$ cat config.mk
export PLATFORM = sky130hd
export DESIGN_NAME = wf_regfile
export DESIGN_NICKNAME = d
export VERILOG_FILES = /design/src/rtl/wf_regfile_pkg.sv /design/src/rtl/wf_rf_storage.sv /design/src/rtl/wf_rf_read_port.sv /design/src/rtl/wf_regfile.sv
export SDC_FILE = /design/constraint.sdc
export NUM_CORES = 1
export LEC_CHECK = 0
export BUFFER_PORTS_ARGS = -buffer_cell sky130_fd_sc_hd__buf_2
export CAP_MARGIN = 20
export CORE_UTILIZATION = 52
export CTS_BUF_LIST = sky130_fd_sc_hd__clkbuf_16
export DETAILED_ROUTE_END_ITERATION = 8
export PLACE_DENSITY_LB_ADDON = 0.15
export SLEW_MARGIN = 10
export SYNTH_ARGS = -nofsm -noshare
export SYNTH_HDL_FRONTEND = slang
export SYNTH_SLANG_ARGS = --single-unit
export TNS_END_PERCENT = 5
$ cat constraint.sdc
create_clock -name clk -period 1.8 [get_ports clk]
set_clock_uncertainty 0.05 [all_clocks]
set_input_delay 0.36 -clock clk [delete_from_list [all_inputs] [get_ports clk]]
set_output_delay 0.36 -clock clk [all_outputs]
set_load 0.02 [all_outputs]
$ cat src/rtl/wf_regfile_pkg.sv
package wf_regfile_pkg;

    localparam int DEF_ADDR_W = 2;
    localparam int DEF_DATA_W = 32;
    localparam int NUM_RD     = 2;

    // Source chosen by a read port in the current cycle.
    typedef enum logic [1:0] {
        RDSRC_OFF    = 2'd0,
        RDSRC_BYPASS = 2'd1,
        RDSRC_ARRAY  = 2'd2
    } rd_src_e;

endpackage

$ cat src/rtl/wf_rf_storage.sv
module wf_rf_storage #(
    parameter int ADDR_W = wf_regfile_pkg::DEF_ADDR_W,
    parameter int DATA_W = wf_regfile_pkg::DEF_DATA_W,
    localparam int NREG  = 1 << ADDR_W
) (
    input  logic              clk,
    input  logic              rst_n,
    input  logic              wr_en,
    input  logic [ADDR_W-1:0] wr_addr,
    input  logic [DATA_W-1:0] wr_data,
    output logic [DATA_W-1:0] regs_q [NREG]
);

    // One load strobe per register, decoded from the write address.
    logic [NREG-1:0] load;

    always_comb begin
        load = '0;
        if (wr_en) begin
            load[wr_addr] = 1'b1;
        end
    end

    for (genvar g = 0; g < NREG; g++) begin : g_reg
        always_ff @(posedge clk or negedge rst_n) begin
            if (!rst_n) begin
                regs_q[g] <= '0;
            end else if (load[g]) begin
                regs_q[g] <= wr_data;
            end
        end
    end

endmodule

$ cat src/rtl/wf_rf_read_port.sv
module wf_rf_read_port #(
    parameter int ADDR_W = wf_regfile_pkg::DEF_ADDR_W,
    parameter int DATA_W = wf_regfile_pkg::DEF_DATA_W,
    localparam int NREG  = 1 << ADDR_W
) (
    input  logic              rd_en,
    input  logic [ADDR_W-1:0] rd_addr,
    input  logic              wr_en,
    input  logic [ADDR_W-1:0] wr_addr,
    input  logic [DATA_W-1:0] wr_data,
    input  logic [DATA_W-1:0] regs_q [NREG],
    output logic [DATA_W-1:0] rd_data
);
    import wf_regfile_pkg::*;

    rd_src_e src;

    // Source selection: disabled port wins, then an in-flight matching write.
    always_comb begin
        if (!rd_en) begin
            src = RDSRC_OFF;
        end else if (wr_en && (wr_addr == rd_addr)) begin
            src = RDSRC_BYPASS;
        end else begin
            src = RDSRC_ARRAY;
        end
    end

    always_comb begin
        unique case (src)
            RDSRC_OFF:    rd_data = '0;
            RDSRC_BYPASS: rd_data = wr_data;
            RDSRC_ARRAY:  rd_data = regs_q[rd_addr];
            default:      rd_data = '0;
        endcase
    end

endmodule

$ cat src/rtl/wf_regfile.sv
module wf_regfile #(
    parameter int ADDR_W = wf_regfile_pkg::DEF_ADDR_W,
    parameter int DATA_W = wf_regfile_pkg::DEF_DATA_W
) (
    input  logic              clk,
    input  logic              rst_n,
    input  logic              wr_en,
    input  logic [ADDR_W-1:0] wr_addr,
    input  logic [DATA_W-1:0] wr_data,
    input  logic              rd0_en,
    input  logic [ADDR_W-1:0] rd0_addr,
    output logic [DATA_W-1:0] rd0_data,
    input  logic              rd1_en,
    input  logic [ADDR_W-1:0] rd1_addr,
    output logic [DATA_W-1:0] rd1_data
);
    import wf_regfile_pkg::*;

    localparam int NREG = 1 << ADDR_W;

    logic [DATA_W-1:0] regs_q  [NREG];
    logic [NUM_RD-1:0] rp_en;
    logic [ADDR_W-1:0] rp_addr [NUM_RD];
    logic [DATA_W-1:0] rp_data [NUM_RD];

    assign rp_en[0]   = rd0_en;
    assign rp_en[1]   = rd1_en;
    assign rp_addr[0] = rd0_addr;
    assign rp_addr[1] = rd1_addr;
    assign rd0_data   = rp_data[0];
    assign rd1_data   = rp_data[1];

    wf_rf_storage #(
        .ADDR_W (ADDR_W),
        .DATA_W (DATA_W)
    ) u_store (
        .clk     (clk),
        .rst_n   (rst_n),
        .wr_en   (wr_en),
        .wr_addr (wr_addr),
        .wr_data (wr_data),
        .regs_q  (regs_q)
    );

    for (genvar p = 0; p < NUM_RD; p++) begin : g_rd
        wf_rf_read_port #(
            .ADDR_W (ADDR_W),
            .DATA_W (DATA_W)
        ) u_port (
            .rd_en   (rp_en[p]),
            .rd_addr (rp_addr[p]),
            .wr_en   (wr_en),
            .wr_addr (wr_addr),
            .wr_data (wr_data),
            .regs_q  (regs_q),
            .rd_data (rp_data[p])
        );
    end

endmodule

After elaboration in Yosys (flattened, before gate mapping)
Cells that the tools add are included.
{"block": "totals", "wordCells": 34, "register_bits": 128, "in_bits": 43}
{"block": "classes", "n_lt_le_gt_ge": 4, "n_mux": 15, "n_bitwise": 2, "n_eq_ne": 6, "reduce_logical": 3}
{"op": "$bmux 32 s2", "count": 2}
{"op": "$mux 32", "count": 4}
{"op": "$pmux 32 s2", "count": 2}
{"op": "$mux 2", "count": 4}
{"op": "$ge 3x3->1 const B", "count": 2}
{"op": "$not 2->3", "count": 2}
{"op": "$eq 2x1->1 const B", "count": 2}
{"op": "$eq 2x2->1", "count": 2}
{"op": "$eq 2x2->1 const B", "count": 2}
{"op": "$mux 4", "count": 1}
{"op": "$logic_and 1x1->1", "count": 3}
{"op": "$lt 2x3->1 const B", "count": 1}
{"op": "$demux 1 s2", "count": 1}
{"op": "$ge 2x1->1 const B", "count": 1}
{"op": "$mux 1", "count": 1}

Logic depth before layout (Yosys ltp)
Gate-level depths: netlist (run 1).
{"block": "depth", "word_depth": 6, "depth_mapped": 5, "mapped_depth_nobuf": 3}

By module
From an unflattened synthesis (run 1), not the netlist that was laid out.
{"block": "unflattened", "cells_unflattened": 438, "hier_area_um2": 7089.3}
{"mod": "wf_rf_storage", "area_per_inst_um2": 4744.6, "seq_area_each_um2": 3203.1, "n_inst": 1, "cells_per_inst": 272}
{"mod": "wf_rf_read_port", "area_per_inst_um2": 1172.4, "seq_area_each_um2": 0.0, "n_inst": 2, "cells_per_inst": 83}

Worst setup path after synthesis (run 1)
OpenSTA, ideal clock, no wires.
{"block": "synth_path", "kind": "input port to output port", "startpoint": "in wr_addr[1]", "endpoint": "out rd0_data[0]", "setup_slack_ns": -0.059, "cell_stages": 5, "arrival_ns": 1.449, "t_required_ns": 1.390, "path_buffers": 2, "path_cell_list": "buf_2 -> xor2_2 -> nor4_4 -> buf_6 -> a22o_1"}
{"block": "synth_between", "elab_chain_cells": 6, "elab_cells_between_ends": 7, "cone_classes": "eq/ne (3); mux (3); reduce/logical (1)"}
{"element": "start, declared", "line_no": "wf_regfile.sv:8", "source": "input logic [ADDR_W-1:0] wr_addr,"}
{"element": "$eq 2x2->1 (*)", "line_no": "wf_rf_read_port.sv:22", "source": "end else if (wr_en && (wr_addr == rd_addr)) begin"}
{"element": "$logic_and 1x1->1 (*)", "line_no": "wf_rf_read_port.sv:22"}
{"element": "$mux 2 (*)", "line_no": "wf_rf_read_port.sv:22"}
{"element": "$mux 2 (*)", "line_no": "wf_rf_read_port.sv:20", "source": "if (!rd_en) begin"}
{"element": "$eq 2x2->1 / $eq 2x1->1 (equally long branches)", "line_no": "wf_rf_read_port.sv:30", "source": "unique case (src)"}
{"element": "$pmux 32 s2 (*)", "line_no": "wf_rf_read_port.sv:30"}
{"element": "end, declared", "line_no": "wf_regfile.sv:12", "source": "output logic [DATA_W-1:0] rd0_data,"}
Mark *: on every way between the ends. The rest lies on a longest branch, timed or not.

Worst setup path after layout (run 1)
{"block": "layout_path", "startpoint": "reg u_store.regs_q[21] (netlist name)", "endpoint": "out rd0_data[21]"}
{"block": "layout_between", "elab_chain_cells": 4}
{"element": "start, declared", "line_no": "wf_rf_storage.sv:11", "source": "output logic [DATA_W-1:0] regs_q [NREG]"}
{"element": "start signal, assigned by index", "line_no": "wf_rf_storage.sv:29", "source": "regs_q[g] <= wr_data;"}
{"element": "$bmux 32 s2", "line_no": "wf_rf_read_port.sv:33", "source": "RDSRC_ARRAY: rd_data = regs_q[rd_addr];"}
{"element": "$mux 32 (implied by the code) (2 in series)", "line_no": "wf_rf_read_port.sv:33"}
{"element": "$pmux 32 s2", "line_no": "wf_rf_read_port.sv:30"}
No other way between the ends. The select of a mux whose other input is x is not followed.

==> metrics.cfg, run 1 <==
[worst_setup_path]
reg2reg_slack_ns=0.96
r2r_end=u_store.regs_q[35]
start_kind=flip-flop
rr_startpoint=u_store.regs_q[35]
reg2reg_depth=1
crit_arrival_ns=1.66
critPathKind=flip-flop to output port
cp-end-kind=output port
required_ns=1.39
path_max_fanout=3

[synth]
synth.distinct_cells=18
synth_top_area_cell=dfrtp_1
ys_seq_elements=128
synth_area_leaders=dfrtp_1 (45%), mux4_2 (20%), mux2_2 (20%), a22o_1 (7.9%), buf_6 (2.4%)
netlist_instances=441
yosys_warnings=0
synth_top_area_share_pct=44.90
syn_area_um2=7134
synth_fp_nets=484
synth_area_per_cell_um2=16.18
seq_area_frac_synth_pct=44.90

[layout]
nets=607
fin_area_um2=8881
final_layout_size_suffix_gt1_share_pct=65.34
top_regs=u_store.regs_q: 128 flops
final_core_util_pct=66.80
largest_reg_flops=128
area_delta_synth_final_pct=24.48
top_register=u_store.regs_q
fin_cells=756

[pwr]
p_leak_nw=3.879
total_power_mw=9.954
ir_drop_mv=0.7568
power_density_nw_per_um2=1121

[sta]
layout_min_cycle_time_ns=2.073
finalSetupViolations=64
whs_ns=0.1997
slew_violations=0
slew_headroom_pct=71.90
finalCritPeriodShare_pct=115.2
rsz0062_at_grt=true
fmax_mhz=482.4
hold_viol_final=0
worst_pin_slew_ns=0.4215
worst_slack_ns=-0.2729

[clock_network]
clock_latency_ns=0.41
clkTransAtPathRegs_ns=0.06
cts_made_buffers=17
cts_sinks=128
root_buffer=clkbuf_16
htreeDepth=4
cts_tree=built
cts_buffer_depth=2

[drt]
drtIter0Drc=311
dr.pass1.iters=4
drc=0
post_drt_wl_per_cell_um=22.72
wl_um=17180
via_per_inst=6.239
dr_total_vias=4717
drtAntennaViolNets=0

[die]
initial_core_util_pct=53.66
row_count=42
coreArea_um2=13300
die-height_um=119.1
die_w_um=119.1
io_pins=107
dieArea_um2=14190

[min_path]
min-delay-start=wr_data[3]
hold_depth=2
min_to=u_store.regs_q[67]
hp-class=input pin to flip-flop

[placed_design]
gp_congestion=0.7849
placed_area_um2=8061
numPortBuffers=106
dp.cells=718
hpwl_um=11080

[grt]
grt_max_degree=57
antenna_found_initial=2
grt_pass1_vias=5168
grt_pass1_wl_um=28330
grt_overflow_total=0
grt_use_total_pct=26.56

[job]
maxCapViolations=0

[run_status]
outcome=finished, violations left
violations=negative setup slack

stage by stage:
stage | setup TNS [ns] | setup WS (ns)
after floorplan | -3.265 | -0.05926
after global placement | -17.88 | -0.3340
after detailed placement | -18.71 | -0.3401
after CTS | -15.92 | -0.2908
after global routing | -18.05 | -0.3121
final | -14.91 | -0.2729
logic make-up after synthesis:
group | share of synthesized area [%]
xor+xnor | 0.7015
buf+inv | 4.630
mux | 40.41
simple gates | 1.017
compound gates | 8.348
flops | 44.90
layout make-up:
| cell class | instances | area [um2] |
|---|---|---|
| inverter | 3 | 11.26 |
| tap | 176 | 220.2 |
| clock inverter | 15 | 195.2 |
| sequential | 128 | 3203 |
| multi-input combinational | 268 | 3649 |
| antenna | 3 | 7.507 |
| timing repair buffer | 146 | 1170 |
| fill | 950 | 4414 |
| clock buffer | 17 | 425.4 |
placed cells by master (no fill, tap or decap), types with 2 or more instances in the layout:
| master | n |
|---|---|
| dfrtp_1 | 128 |
| mux2_2 | 126 |
| buf_2 | 82 |
| mux4_2 | 64 |
| a22o_1 | 62 |
| buf_4 | 31 |
| clkbuf_16 | 17 |
| buf_12 | 16 |
| buf_6 | 15 |
| clkinv_4 | 4 |
| bufinv_16 | 4 |
| diode_2 | 3 |
| inv_1 | 3 |
| clkinvlp_4 | 3 |
| xor2_2 | 2 |
| o31a_4 | 2 |
| nor4_4 | 2 |
| a22o_4 | 2 |
| nand3b_1 | 2 |
| mux2_1 | 2 |
| clkinv_2 | 2 |
critical path: stages (launching register included):
cell and delay [ns]:
dfrtp_1 0.40, mux4_2 0.49, a22o_1 0.22, buf_6 0.14
per-layer routing:
metal,vias to the layer above,global-route usage (%),wire length (um)
met2,152,43.60,8640
met4,0,11.16,437
met1,2502,34.86,7243
met3,33,4.789,856
met5,-,0,0
li1,2030,-,-
worst max path at each step:
| stage | from | to | slack [ns] | cells past startpoint |
|---|---|---|---|---|
| global route | u_store.regs_q[15] | rd0_data[15] | -0.31 | 3 |
| detailed placement | rd1_addr[0] | rd1_data[2] | -0.34 | 5 |
| global placement | rd0_addr[0] | rd0_data[30] | -0.33 | 5 |
| CTS | u_store.regs_q[21] | rd0_data[21] | -0.29 | 3 |
| finish | u_store.regs_q[21] | rd0_data[21] | -0.27 | 3 |
| floorplan | wr_addr[0] | rd1_data[0] | -0.06 | 5 |
where the power goes:
group	switching, mW	total [mW]	internal, mW
logic	1.08	2.53	1.46
registers	0.385	3.82	3.43
clock network	1.30	3.61	2.31
Yosys cell counts:
master	n
mux2_1	2
inv_1	2
o31a_4	2
nand3_1	1
buf_2	12
nand3b_1	2
nor3_2	1
buf_6	15
inv_2	1
dfrtp_1	128
xor2_2	2
mux2_2	126
buf_4	9
nor4_4	2
clkbuf_1	6
mux4_2	64
xor2_1	2
a22o_1	64
timing repair:
item / CTS / global route
hold buffers: 1 / 0
endpoints found under the hold margin: 128 / 0
setup buffers: 1 / 0
resized for setup: 21 / 25
gates cloned: 1 / 0
pin swaps: 4 / 1
setup endpoints to repair: 64 / 64
(Power assumes the default switching activity.)
==> inputs of run 2 (changes only) <==
- CORE_ASPECT_RATIO: not set -> 0.9
==> run 2 against run 1 <==
The run ends with design-rule violations, negative setup slack left. First-iteration DRC count is 15% lower. Combinational power up 3%. Sequential cell count stayed put. Register-to-register slack hardly changed. Clock power down 23%. Sequential share of layout area is 0.16 points higher. Critical path depth grew 5. Largest cell class unchanged. Setup slack got worse by 0.034 ns. Cell count shrank 1.9%.
==> metrics.cfg, run 2 (synthesized netlist as in run 1, its figures left out) <==
[layout]
final_core_util_pct=66.17
seqCellArea_um2=3203
num_antenna_cells=0
layout_common_cells=dfrtp_1 (128), mux2_2 (126), buf_2 (74)
nets=611
final_common_cell=dfrtp_1
top_regs=u_store.regs_q: 128 flops
num-fill-cells=973
multiInputGateArea_um2=3667
top_register=u_store.regs_q
largest_reg_flops=128
fin_cells=742
area_delta_synth_final_pct=23.94
final_layout_size_suffix_gt1_share_pct=64.63

[sta]
slew_violations=0
rsz0062_at_grt=true
fmax_mhz=474.7
tns_ns=-15.16
worst_slack_ns=-0.3067
hold_viol_final=0
layout_min_cycle_time_ns=2.107
slew_headroom_pct=61.08
finalCritPeriodShare_pct=117.0
finalSetupViolations=64
worst_pin_slew_ns=0.5839

[grt]
grt_pass1_vias=5045
grt_pass1_wl_um=28210
grt_use_total_pct=26.57
grt_max_degree=85
antenna_found_initial=0
grt_overflow_total=0

[clock_network]
clkTransAtPathRegs_ns=0.05
root_buffer=clkbuf_16
cts_made_buffers=17
clock_latency_ns=0.40
cts_sinks=128
cts_tree=built
htreeDepth=4
cts_buffer_depth=2

[pwr]
p_leak_nw=3.864
ir_drop_mv=0.7371
power_density_nw_per_um2=1042
total_power_mw=9.209

[job]
maxCapViolations=0

[drt]
dr.pass1.iters=9
via_per_inst=6.283
post_drt_wl_per_cell_um=23.91
drtIter0Drc=265
dr_total_vias=4662
drtAntennaViolNets=0
wl_um=17740
drc=9

[min_path]
hp-class=input pin to flip-flop
min_to=u_store.regs_q[110]
min-delay-start=wr_data[14]
hold_depth=2

[worst_setup_path]
crit_buf_inv=5
cp-end-kind=output port
crit_arrival_ns=1.70
crit_chain=buf_12, xor2_4, buf_6, nor4_4, buf_6, buf_6, a22o_1, buf_2
reg2reg_slack_ns=0.95
rr_startpoint=u_store.regs_q[45]
max_stage_delay_ns=0.21
critPathKind=input pin to output port
crit_top_cell=buf_6
slowest_stage=nor4_4
reg2reg_depth=1
path_max_fanout=7
required_ns=1.39
cp_top_family=buffers and inverters
r2r_end=u_store.regs_q[45]
start_kind=input pin

[die]
die_w_um=125.5
die-height_um=113.1
coreArea_um2=13360
initial_core_util_pct=53.39
dieArea_um2=14190
row_count=40
io_pins=107

[placed_design]
gp_congestion=0.7686
hpwl_um=11210
dp.cells=711
numPortBuffers=106

[run_status]
violations=design-rule violations, negative setup slack
outcome=finished, violations left

run 2: changes by cell type in the layout (fill, tap and decap cells not counted), sizes merged:
cell | before | now
bufinv | 4 | 0
clkinvlp | 3 | 0
diode | 3 | 0
buf | 145 | 147
clkbuf | 17 | 19
clkinv | 7 | 6
inv | 4 | 5
run 2: repair_timing:
item                                    in CTS  in global routing
gates cloned                                 2                  2
endpoints found under the setup margin      64                 64
endpoints found under the hold margin       85                  0
setup buffers                                0                  1
resized for setup                           24                 49
hold buffers                                 1                  0
pin swaps                                    5                 14
run 2: area by class of cell:
| class | instances | share of cell area [%] |
|---|---|---|
| Clock buffer | 17 | 4.811 |
| Clock inverter | 8 | 0.3679 |
| Inverter | 3 | 0.1274 |
| Multi-Input combinational cell | 268 | 41.47 |
| Sequential cell | 128 | 36.22 |
| Tap cell | 168 | 2.377 |
| Timing Repair Buffer | 150 | 14.62 |
run 2: layer usage:
layer / GRT usage [%] / up-vias / share of wire [%]
met5: 0 / - / 0
met4: 6.016 / 0 / 0.74
met3: 5.437 / 10 / 6.7
met2: 44.48 / 162 / 50
met1: 36.02 / 2458 / 42
li1: - / 2032 / -
run 2: per-stage QoR:
step	setup slack, ns	cell area [um2]	hold WS [ns]
floorplan	-0.05926	7182	0.01441
global placement	-0.3330	8021	0.1064
detailed placement	-0.3372	8021	0.1072
CTS	-0.2837	8617	0.1928
global route	-0.3248	8842	0.2080
finish	-0.3067	8842	0.2161
run 2: power by group:
part           leakage [nW]  switching, mW  total (mW)  internal [mW]
Combinational          2.12           1.10        2.60           1.51
Clock                 0.234           1.13        2.79           1.66
Sequential             1.51          0.386        3.82           3.43
run 2: worst max-delay path by stage:
stage | start | to | slack, ns | cells after the start
3_3_place_gp | rd0_addr[0] | rd0_data[23] | -0.33 | 5
2_1_floorplan | wr_addr[0] | rd1_data[0] | -0.06 | 5
5_1_grt | u_store.regs_q[24] | rd0_data[24] | -0.32 | 3
3_5_place_dp | rd0_addr[0] | rd0_data[27] | -0.34 | 5
4_1_cts | u_store.regs_q[30] | rd0_data[30] | -0.28 | 3
6_report | wr_addr[1] | rd1_data[24] | -0.31 | 8
==> inputs of run 3 (changes only) <==
- CORE_MARGIN: not set -> 4
==> run 3 against run 2 <==
The flow finishes with violations (negative setup slack). Clock power is 21% higher. Sequential cell count stayed put. Register-to-register slack is essentially flat. Cell count up 1.3%. Routed wire length increased by 4.7%. Sequential share of layout area is 0.74 points lower. Global-route usage fell by 1.5 points. First-iteration DRC count fell by 1.5%. Critical path depth unchanged. Critical path type unchanged. Largest power group unchanged.
==> metrics.cfg, run 3 (synthesized netlist as in run 1, its figures left out) <==
[run_status]
outcome=finished, violations left
violations=negative setup slack

[sta]
slew_violations=0
fmax_mhz=473.1
tns_ns=-16.29
worst_slack_ns=-0.3139
hold_viol_final=0
slew_headroom_pct=73.91
worst_pin_slew_ns=0.3901
layout_min_cycle_time_ns=2.114
finalCritPeriodShare_pct=117.4
finalSetupViolations=64
whs_ns=0.2076
rsz0062_at_grt=true

[drt]
dr.pass1.iters=5
post_drt_wl_per_cell_um=24.70
drtIter0Drc=261
wl_um=18580
dr_total_vias=4771
drtAntennaViolNets=0
via_per_inst=6.344
drc=0

[clock_network]
cts_sinks=128
clock_latency_ns=0.41
root_buffer=clkbuf_16
htreeDepth=4
clkTransAtPathRegs_ns=0.06
cts_buffer_depth=2
cts_tree=built
cts_made_buffers=17

[die]
die_w_um=131.5
coreArea_um2=13410
dieArea_um2=15660
io_pins=107
die-height_um=119.1
initial_core_util_pct=53.19
row_count=40

[pwr]
total_power_mw=9.853
power_density_nw_per_um2=1092
ir_drop_mv=0.6893
power_switching_mw=2.744
seqPwrFrac_pct=38.6
p_sw_share_pct=27.85
p_leak_nw=3.933
clockPowerShare_pct=34.3
intPower_mw=7.109
p_comb_share_pct=27.0

[worst_setup_path]
r2r_end=u_store.regs_q[107]
start_kind=input pin
cp-end-kind=output port
crit_chain=buf_8, xor2_4, buf_6, nor4_4, buf_6, buf_6, a22o_1, buf_6
path_max_fanout=5
crit_arrival_ns=1.70
rr_startpoint=u_store.regs_q[107]
reg2reg_depth=1
critPathKind=input pin to output port
required_ns=1.39
reg2reg_slack_ns=0.95
max_stage_delay_ns=0.27
slowest_stage=nor4_4
crit_top_cell=buf_6

[grt]
grt_pass1_wl_um=29940
antenna_found_initial=0
grt_max_degree=52
grt_overflow_total=0
grt_use_total_pct=25.09
grt_pass1_vias=5144

[placed_design]
numPortBuffers=106
gp_congestion=0.7602
hpwl_um=11240

[min_path]
min_to=u_store.regs_q[77]
hold_depth=2
hp-class=input pin to flip-flop
min-delay-start=wr_data[13]

[layout]
top_register=u_store.regs_q
layout_common_cells=dfrtp_1 (128), mux2_2 (126), buf_2 (65)
nets=614
top_regs=u_store.regs_q: 128 flops
area_delta_synth_final_pct=26.52
final_common_cell=dfrtp_1
final_core_util_pct=67.29
final_layout_size_suffix_gt1_share_pct=65.24
num_antenna_cells=0
largest_reg_flops=128

[job]
maxCapViolations=0

[run 3: what timing repair did]
action / 4_1_cts / 5_1_grt
hold buffers: 1 / 0
pin swaps: 2 / 20
buffers inserted: 6 / 1
gates cloned: 4 / 0
hold endpoints to repair: 18 / 0
endpoints found under the setup margin: 64 / 64
gates resized for setup: 17 / 73
[run 3: cell type report]
class,count,area [um2]
Fill cell,954,4387
Multi-Input combinational cell,270,3715
Sequential cell,128,3203
Timing Repair Buffer,151,1309
Clock buffer,17,425.4
Tap cell,168,210.2
Clock inverter,15,152.6
Inverter,3,11.26
[run 3: power groups by stage]
stage	combinational, mW	sequential, mW	clock (mW)
final	2.66	3.81	3.38
after global routing	2.84	3.88	3.58
after CTS	2.53	3.80	3.43
after detailed placement	2.44	3.84	0
after global placement	2.39	3.79	0
after floorplan	1.82	3.72	0
[run 3: critical path, delay by kind of cell]
family | cells | cell delay [ns]
AOI/OAI and AO/OA | 1 | 0.19
and+or+nand+nor | 1 | 0.27
buffers and inverters | 5 | 0.68
xor gates and xnor gates | 1 | 0.19
[run 3: through the flow]
stage               area [um2]  worst slack, ns  std cells
global placement          8031          -0.2916        709
detailed placement        8031          -0.3154        709
floorplan                 7182         -0.05926        441
CTS                       8797          -0.3152        752
finish                    9026          -0.3139        752
global route              9026          -0.3586        752
[run 3: worst max path at each step]
stage                     start      endpoint  slack (ns)  depth (start not counted)
detailed placement   wr_addr[1]   rd1_data[9]       -0.32                          7
global placement    rd1_addr[0]  rd1_data[21]       -0.29                          5
floorplan            wr_addr[0]   rd1_data[0]       -0.06                          5
CTS                 rd1_addr[1]   rd1_data[9]       -0.32                          7
finish              rd1_addr[1]  rd1_data[24]       -0.31                          8
global route        rd1_addr[1]  rd1_data[23]       -0.36                          8
[run 3: layer usage]
metal	track usage [%]	wire length, um	vias to the layer above
met5	0	0	-
met4	8.333	389	0
met3	5.997	1066	27
met2	42.78	9686	166
met1	31.84	7433	2530
li1	-	-	2048
